### src/rtl/mts_pkg.sv
package mts_pkg;
  typedef enum logic [2:0] {
    ST_IDLE, ST_VEC, ST_CHK, ST_CB, ST_RD, ST_WR, ST_WB, ST_FIN
  } eng_st_e;

  // control byte bit positions
  localparam int CTL_WORD = 0;
  localparam int CTL_SINC = 1;
  localparam int CTL_DINC = 2;
  localparam int CTL_BLK  = 3;

  // control block byte offsets
  localparam logic [2:0] CB_CNT  = 3'd0;
  localparam logic [2:0] CB_CTL  = 3'd1;
  localparam logic [2:0] CB_SLO  = 3'd2;
  localparam logic [2:0] CB_SHI  = 3'd3;
  localparam logic [2:0] CB_DLO  = 3'd4;
  localparam logic [2:0] CB_DHI  = 3'd5;
  localparam logic [2:0] CB_LEN  = 3'd6;
  localparam logic [2:0] CB_LAST = 3'd7;
endpackage

### src/rtl/mts_src_regs.sv
module mts_src_regs #(
  parameter int NSRC = 4,
  localparam int SW = (NSRC > 1) ? $clog2(NSRC) : 1
) (
  input  logic            clk,
  input  logic            rst_n,
  input  logic [NSRC-1:0] irq_i,
  input  logic [NSRC-1:0] sel_set_i,
  input  logic [NSRC-1:0] srv_clr_i,
  input  logic            fin_i,
  input  logic [SW-1:0]   fin_src_i,
  input  logic            fin_expire_i,
  output logic [NSRC-1:0] pend_o,
  output logic [NSRC-1:0] sel_o,
  output logic [NSRC-1:0] srv_o,
  output logic [NSRC-1:0] bypass_o
);
  logic [NSRC-1:0] fin_mask, exp_mask;

  assign fin_mask = fin_i ? (NSRC'(1) << fin_src_i) : '0;
  assign exp_mask = fin_expire_i ? fin_mask : '0;

  always_ff @(posedge clk or negedge rst_n) begin
    if (!rst_n) begin
      pend_o   <= '0;
      sel_o    <= '0;
      srv_o    <= '0;
      bypass_o <= '0;
    end else begin
      pend_o   <= (pend_o & ~fin_mask) | (irq_i & sel_o);
      sel_o    <= (sel_o | sel_set_i) & ~exp_mask;
      srv_o    <= (srv_o & ~srv_clr_i) | exp_mask;
      bypass_o <= irq_i & ~sel_o;
    end
  end

  for (genvar i = 0; i < NSRC; i++) begin : g_chk
    a_r8_expire_handback: assert property (@(posedge clk) disable iff (!rst_n)
      (fin_i && fin_expire_i && fin_src_i == SW'(i)) |=> (srv_o[i] && !sel_o[i]));
    a_r9_unselected_bypass: assert property (@(posedge clk) disable iff (!rst_n)
      (irq_i[i] && !sel_o[i]) |=> (bypass_o[i] && !pend_o[i]));
  end
endmodule

### src/rtl/mts_prio_pick.sv
module mts_prio_pick #(
  parameter int NSRC = 4,
  localparam int SW = (NSRC > 1) ? $clog2(NSRC) : 1
) (
  input  logic [NSRC-1:0] req_i,
  output logic            gnt_valid_o,
  output logic [SW-1:0]   gnt_idx_o
);
  always_comb begin
    gnt_idx_o = '0;
    for (int i = NSRC - 1; i >= 0; i--) begin
      if (req_i[i]) gnt_idx_o = SW'(i);
    end
  end
  assign gnt_valid_o = |req_i;
endmodule

### src/rtl/mts_engine.sv
module mts_engine
  import mts_pkg::*;
#(
  parameter int          NSRC     = 4,
  parameter int          AW       = 16,
  parameter logic [15:0] VEC_BASE = 16'h0040,
  localparam int SW = (NSRC > 1) ? $clog2(NSRC) : 1
) (
  input  logic          clk,
  input  logic          rst_n,
  input  logic          pick_valid_i,
  input  logic [SW-1:0] pick_idx_i,
  output logic          mem_valid_o,
  input  logic          mem_ready_i,
  output logic          mem_write_o,
  output logic [AW-1:0] mem_addr_o,
  output logic [7:0]    mem_wdata_o,
  input  logic          mem_rvalid_i,
  input  logic [7:0]    mem_rdata_i,
  output logic          done_o,
  output logic          err_o,
  output logic [SW-1:0] svc_src_o,
  output logic          fin_o,
  output logic          fin_expire_o
);
  eng_st_e         st;
  logic [SW-1:0]   src_q;
  logic [2:0]      idx;
  logic            waiting;
  logic [15:0]     base_q, sptr, dptr;
  logic [7:0]      cnt_q, len_q, items_q;
  logic [3:0]      ctl_q;
  logic [1:0][7:0] hold_q;

  logic        busy_mem, accept, rsp, step, misaligned;
  logic [2:0]  last_idx, wb_off;
  logic [15:0] addr16, step_sz;
  logic [7:0]  cnt_new;

  assign busy_mem   = (st == ST_VEC) || (st == ST_CB) || (st == ST_RD) ||
                      (st == ST_WR)  || (st == ST_WB);
  assign mem_valid_o = busy_mem && !waiting;
  assign mem_write_o = (st == ST_WR) || (st == ST_WB);
  assign accept     = mem_valid_o && mem_ready_i;
  assign rsp        = waiting && mem_rvalid_i;
  assign step       = (accept && mem_write_o) || rsp;
  assign misaligned = (base_q[2:0] != 3'd0);
  assign cnt_new    = cnt_q - 8'd1;
  assign step_sz    = ctl_q[CTL_WORD] ? 16'd2 : 16'd1;
  assign wb_off     = (idx == 3'd0) ? CB_CNT : idx + 3'd1;

  always_comb begin
    case (st)
      ST_VEC:  last_idx = 3'd1;
      ST_CB:   last_idx = CB_LAST;
      ST_WB:   last_idx = 3'd4;
      default: last_idx = ctl_q[CTL_WORD] ? 3'd1 : 3'd0;
    endcase
  end

  always_comb begin
    case (st)
      ST_VEC:  addr16 = VEC_BASE + (16'(src_q) << 1) + 16'(idx);
      ST_CB:   addr16 = base_q + 16'(idx);
      ST_RD:   addr16 = sptr + 16'(idx);
      ST_WR:   addr16 = dptr + 16'(idx);
      ST_WB:   addr16 = base_q + 16'(wb_off);
      default: addr16 = base_q;
    endcase
  end
  assign mem_addr_o = AW'(addr16);

  always_comb begin
    mem_wdata_o = 8'h00;
    if (st == ST_WR) begin
      mem_wdata_o = hold_q[idx[0]];
    end else if (st == ST_WB) begin
      case (idx)
        3'd0:    mem_wdata_o = cnt_new;
        3'd1:    mem_wdata_o = sptr[7:0];
        3'd2:    mem_wdata_o = sptr[15:8];
        3'd3:    mem_wdata_o = dptr[7:0];
        default: mem_wdata_o = dptr[15:8];
      endcase
    end
  end

  always_ff @(posedge clk or negedge rst_n) begin
    if (!rst_n) begin
      st      <= ST_IDLE;
      src_q   <= '0;
      idx     <= '0;
      waiting <= 1'b0;
      base_q  <= '0;
      sptr    <= '0;
      dptr    <= '0;
      cnt_q   <= '0;
      len_q   <= '0;
      items_q <= '0;
      ctl_q   <= '0;
      hold_q  <= '0;
    end else begin
      if (accept && !mem_write_o) waiting <= 1'b1;
      if (rsp) begin
        waiting <= 1'b0;
        case (st)
          ST_VEC: begin
            if (idx[0]) base_q[15:8] <= mem_rdata_i;
            else        base_q[7:0]  <= mem_rdata_i;
          end
          ST_CB: begin
            case (idx)
              CB_CNT:  cnt_q       <= mem_rdata_i;
              CB_CTL:  ctl_q       <= mem_rdata_i[3:0];
              CB_SLO:  sptr[7:0]   <= mem_rdata_i;
              CB_SHI:  sptr[15:8]  <= mem_rdata_i;
              CB_DLO:  dptr[7:0]   <= mem_rdata_i;
              CB_DHI:  dptr[15:8]  <= mem_rdata_i;
              CB_LEN:  len_q       <= mem_rdata_i;
              default: ;
            endcase
          end
          ST_RD:   hold_q[idx[0]] <= mem_rdata_i;
          default: ;
        endcase
      end

      case (st)
        ST_IDLE: begin
          if (pick_valid_i) begin
            src_q <= pick_idx_i;
            idx   <= '0;
            st    <= ST_VEC;
          end
        end
        ST_CHK: st <= misaligned ? ST_IDLE : ST_CB;
        ST_FIN: st <= ST_IDLE;
        default: begin
          if (step) begin
            if (idx != last_idx) begin
              idx <= idx + 3'd1;
            end else begin
              idx <= '0;
              case (st)
                ST_VEC: st <= ST_CHK;
                ST_CB: begin
                  items_q <= ctl_q[CTL_BLK] ? len_q : 8'd1;
                  st      <= (ctl_q[CTL_BLK] && len_q == 8'd0) ? ST_WB : ST_RD;
                end
                ST_RD: st <= ST_WR;
                ST_WR: begin
                  if (ctl_q[CTL_SINC]) sptr <= sptr + step_sz;
                  if (ctl_q[CTL_DINC]) dptr <= dptr + step_sz;
                  items_q <= items_q - 8'd1;
                  st      <= (items_q == 8'd1) ? ST_WB : ST_RD;
                end
                default: st <= ST_FIN;
              endcase
            end
          end
        end
      endcase
    end
  end

  assign done_o       = (st == ST_FIN);
  assign err_o        = (st == ST_CHK) && misaligned;
  assign fin_o        = done_o || err_o;
  assign fin_expire_o = done_o && (cnt_new == 8'd0);
  assign svc_src_o    = src_q;

  a_r11_req_hold: assert property (@(posedge clk) disable iff (!rst_n)
    (mem_valid_o && !mem_ready_i) |=> (mem_valid_o && $stable(mem_addr_o) &&
      $stable(mem_write_o) && $stable(mem_wdata_o)));
  a_r10_done_single: assert property (@(posedge clk) disable iff (!rst_n)
    done_o |=> !done_o);
  a_r3_aligned_fetch: assert property (@(posedge clk) disable iff (!rst_n)
    (st == ST_CB) |-> (base_q[2:0] == 3'd0));
  a_r3_err_no_write: assert property (@(posedge clk) disable iff (!rst_n)
    err_o |=> !mem_valid_o);
endmodule

### src/rtl/mts_server.sv
module mts_server #(
  parameter int          NSRC     = 4,
  parameter int          AW       = 16,
  parameter logic [15:0] VEC_BASE = 16'h0040,
  localparam int SW = (NSRC > 1) ? $clog2(NSRC) : 1
) (
  input  logic            clk,
  input  logic            rst_n,
  input  logic [NSRC-1:0] irq_i,
  input  logic [NSRC-1:0] sel_set_i,
  input  logic [NSRC-1:0] srv_clr_i,
  output logic [NSRC-1:0] sel_o,
  output logic [NSRC-1:0] srv_o,
  output logic [NSRC-1:0] bypass_o,
  output logic            done_o,
  output logic            err_o,
  output logic [SW-1:0]   svc_src_o,
  output logic            mem_valid_o,
  input  logic            mem_ready_i,
  output logic            mem_write_o,
  output logic [AW-1:0]   mem_addr_o,
  output logic [7:0]      mem_wdata_o,
  input  logic            mem_rvalid_i,
  input  logic [7:0]      mem_rdata_i
);
  logic [NSRC-1:0] pend, eligible;
  logic            pick_valid, fin, fin_expire;
  logic [SW-1:0]   pick_idx;

  assign eligible = pend & sel_o;

  mts_src_regs #(.NSRC(NSRC)) u_regs (
    .clk, .rst_n, .irq_i, .sel_set_i, .srv_clr_i,
    .fin_i(fin), .fin_src_i(svc_src_o), .fin_expire_i(fin_expire),
    .pend_o(pend), .sel_o, .srv_o, .bypass_o
  );

  mts_prio_pick #(.NSRC(NSRC)) u_pick (
    .req_i(eligible), .gnt_valid_o(pick_valid), .gnt_idx_o(pick_idx)
  );

  mts_engine #(.NSRC(NSRC), .AW(AW), .VEC_BASE(VEC_BASE)) u_eng (
    .clk, .rst_n,
    .pick_valid_i(pick_valid), .pick_idx_i(pick_idx),
    .mem_valid_o, .mem_ready_i, .mem_write_o, .mem_addr_o, .mem_wdata_o,
    .mem_rvalid_i, .mem_rdata_i,
    .done_o, .err_o, .svc_src_o, .fin_o(fin), .fin_expire_o(fin_expire)
  );

  a_r1_lowest_first: assert property (@(posedge clk) disable iff (!rst_n)
    pick_valid |-> (eligible[pick_idx] &&
      ((eligible & ((NSRC'(1) << pick_idx) - NSRC'(1))) == '0)));
endmodule

### config.mk
export PLATFORM = sky130hd
export DESIGN_NAME = mts_server
export DESIGN_NICKNAME = d
export VERILOG_FILES = /design/src/rtl/mts_pkg.sv /design/src/rtl/mts_src_regs.sv /design/src/rtl/mts_prio_pick.sv /design/src/rtl/mts_engine.sv /design/src/rtl/mts_server.sv
export SDC_FILE = /design/constraint.sdc
export NUM_CORES = 1
export LEC_CHECK = 0
export CAP_MARGIN = 20
export CORE_MARGIN = 5
export CORE_UTILIZATION = 59
export DETAILED_ROUTE_END_ITERATION = 10
export PLACE_DENSITY = 0.81
export SLEW_MARGIN = 20
export SYNTH_ARGS = -nofsm -noshare
export SYNTH_HDL_FRONTEND = slang
export SYNTH_SLANG_ARGS = --single-unit
### constraint.sdc
create_clock -name clk -period 4.9 [get_ports clk]
set_clock_uncertainty 0.2 [all_clocks]
set_input_delay 0.49 -clock clk [delete_from_list [all_inputs] [get_ports clk]]
set_output_delay 0.49 -clock clk [all_outputs]
set_load 0.01 [all_outputs]
==> results <==
- The most utilized layer in the global route result is met2.
- The core box area is about 0.013 mm^2.
- Prior to clock tree synthesis, the placed netlist has a worst setup slack of 544 ps.
- Headroom to the max-slew limit came out at between 30% and 40%.
- The post-synthesis sequential area ratio is 37.0%.
- The number of filler instances in the final layout is 1004.
- The final net count is 977.
- The cell type with the highest aggregate area in the netlist is dfrtp_1.
- The global-route wire length before repair is 39200 um.
- Static timing analysis puts the maximum clock frequency at 217 MHz.
- Across all layers, the routed design uses between 7000 and 8000 vias.
- The post-detailed-route DRC marker count is 0.
- The number of antenna diodes in the final layout is 0.
- The run finished with clean final reports.
- The most common cell in the synthesized netlist is dfrtp_1.
- At the pin with the least slew margin, the transition time is roughly 960 ps.
- The startpoint-to-endpoint class of the critical path is reg -> out.
- Setup violations remaining at the end of the flow were counted as 0.
- After layout, the design draws a total of 5.15 mW.
- The final global-route overflow total is 0.
- The number of DRC markers in iteration 0 is 1141.
- The overall fraction of global-route tracks in use is 31.1%.
- The startpoint identified for the worst hold timing path is u_regs.srv_o[2].
- The final number of hold-violating endpoints is 0.
- The synthesized instance count is around 880.
- The slowest cell on the critical path is clkdlybuf4s50_1.
- The launch point of the worst path is u_eng.st[1].
- The post-CTS clock slew at the launch and capture registers of the worst setup and hold paths is 50 ps.
- The fraction of layout instances using a drive strength above 1 is 13.6%.
- The final critical path takes up 93.9% of the cycle.
- The final sum of negative setup slack is 0 ps.
- The floorplan step set the die height to between 100 and 150 um.
- The origin of the critical flop-to-flop path is u_eng.st[0].
- The worst slack on hold paths is between 200 and 300 ps.
- The starting density of the core is 59.9%.
- The largest single stage delay on the critical path is 660 ps.
- The post-synthesis cell area is 0.00791 mm^2.
- The top fanout value on the critical path is 27.
- The area of the die is 0.0158 mm^2.
- Data arrives at the worst endpoint at between 3000 and 4000 ps.
- The worst-skew pair later-pin latency is 420 ps.
- In this run the number of H-tree levels came out at 4.
- The post-synth net total is just over 900.
- Counting instances in the post-synthesis netlist gives the leading cell types as dfrtp_1 (117), nand2_1 (98), a21oi_1 (60).
- The number of top-level pins is 66.
- The path class of the tightest hold or removal check is reg -> reg.
- The HPWL after detailed placement is between 15000 and 20000 um.
- The floorplan has 42 rows.
- The count of state elements after synthesis is 117.
- In the routed layout, each cell is associated on average with a via count of 6.72.
- The worst endpoint required time is between 4000 and 5000 ps.
- In this design, the largest share of critical-path delay is due to buffers and inverters.
- The number of buffers inserted during clock tree synthesis is 17.
- The number of global-route vias before repair was 7109.
- The worst setup path is captured at a primary output.
- The CTS tree is built.
- For this design, the sink count on the clock tree is 117.
- Setup repair after global routing left no endpoint under its margin.
- The horizontal die dimension is 126 um.
- After detailed routing, the total wire length is roughly 24000 um.
- At the end of routability-driven placement, the weighted congestion stood at 1.03.
- The sum of buffers and inverters on the critical path is 3.
- The number of antenna violations at the first check in global routing was 0.
- Clock tree synthesis selected as its root buffer the cell clkbuf_16.
- The tool flagged a number of max-cap violations equal to 0.
- Counting I/O delays and the setup requirement, the final critical path takes 4600 ps.
- For this run, the number of Yosys warnings is 0.
- In this run the tool buffered the top-level ports with 65 buffer cells.
- The synthesized area per cell is about 9.0 um^2.
- Sorting the synthesized cells by area gives the leading types as dfrtp_1 (37%), mux2_2 (7.3%), nand2_1 (4.7%), a21oi_1 (3.8%), ha_1 (3.2%).
- Relative to the synthesized area, the layout overhead comes to 17.9%.
- The post-route worst setup slack is roughly 300 ps.
- In the synthesized netlist the dominant register cell turns out to be dfrtp_1.
- Global routing consumed, on the met2 layer, 48.1% of the routing resources.
- The placed cell count is between 1000 and 1500.
- After detailed routing, the average wire length per cell comes to around 22 um.
- The leakage component of the power is around 3.9 nW.
- After synthesis, the largest area contributor takes up between 30 and 40% of total cell area.
- The residual antenna-violating net count after detailed routing is 0.
- Entering global routing, the biggest net connects 78 pins.
- The critical path goes through buf_4 -> nand3b_1 -> buf_4 -> nand2_1 -> nand2_1 -> ha_1 -> a21oi_1 -> nor2_1 -> o41ai_1 -> clkdlybuf4s50_1.
- The total count of max-transition violations in the final report came to 0.
- The nature of the critical path startpoint is a flip-flop.
- The met1 routing resource usage after global routing is 42.6%.
- The met3 global-route usage is 6.86%.
- The maximum number of buffers from clock root to sink is 2.
- The number of distinct standard cells referenced by the synthesized netlist is between 70 and 80.
- The finished layout holds 1115 standard cells, fillers aside.
- The proportion of synthesized flip-flops having asynchronous set or reset is 100%.
- The number of enable-type register cells in the synthesized netlist is 0.
- The areal power density over the cells is 553 mW/mm^2.
- The number of detailed-route iterations in the first pass is 7.
- IR analysis of the VDD net gives a maximum drop of ~400 uV.
## layout by cell type, fill, tap and decap left out, drive strengths merged, types with 19 or more instances in the layout
master         count
dfrtp            117
mux2              51
clkdlybuf4s50     64
clkbuf            21
o22ai             25
o21ai             43
mux2i             19
a21oi             60
nand2             98
nand3             29
inv               40
a31oi             20
nor2              56
nor3              32
ha                20
## cells by family (layout without fill, tap and decap cells)
logic type | Yosys count | in the layout | synth area share, %
AOI/OAI and AO/OA | 255 | 255 | 22.3
xor gates and xnor gates | 22 | 22 | 2.44
adders and majority gates | 25 | 25 | 4.43
buffers and inverters | 93 | 150 | 4.83
DFF | 117 | 117 | 37.0
muxes | 70 | 70 | 9.67
and+or+nand+nor | 300 | 300 | 19.3
## area by class of cell
cell class                      instances  area (um^2)  share of cell area [%]
Multi-Input combinational cell        672         4610                    49.5
Sequential cell                       117         2930                    31.4
Timing Repair Buffer                   80          767                    8.23
Clock buffer                           21          470                    5.05
Tap cell                              176          220                    2.36
Clock inverter                          9          175                    1.88
Inverter                               40          150                    1.61
## path summary, 6_finish.rpt
kind,to,slack [ps],cells after the start
worst max register to register,u_eng.sptr[8],1450,7
min in group asynchronous,u_eng.cnt_q[2],450,2
worst min register to register,u_regs.srv_o[2],290,1
max in group asynchronous,u_eng.base_q[11],3060,3
worst max-delay path,mem_addr_o[4],300,10
worst min-delay path,u_regs.srv_o[2],290,1
## state kept, by name (all words and copies together), names as in the netlist, 8 cells and up
register and flops:
u_eng.hold_q 16, u_eng.dptr 16, u_eng.len_q 8, u_eng.sptr 16, u_eng.cnt_q 8, u_eng.base_q 16
u_eng.items_q 8
## per-stage QoR
step / util (%) / cell area [um^2]
global route: 70.7 / 9320
floorplan: - / 7910
finish: 70.7 / 9320
global placement: 65.6 / 8650
detailed placement: 65.6 / 8650
CTS: 70.5 / 9290
## what timing repair did
item,in CTS,in global routing
setup endpoints to repair,0,8
endpoints found under the hold margin,0,42
buffers inserted,0,0
resized for setup,0,6
hold buffers,0,1
## power by group
| group | internal (mW) | switching (mW) |
|---|---|---|
| clock | 0.934 | 0.425 |
| combinational | 0.962 | 1.27 |
| sequential | 1.22 | 0.340 |
| total | 3.11 | 2.04 |
## routing by layer
metal / routed length (um) / part of all wire (%)
met1: 9990 / 41
met4: 1150 / 4.7
met2: 10900 / 45
met5: 0 / 0
met3: 2350 / 9.6
Power figures use the tool's default switching activity.
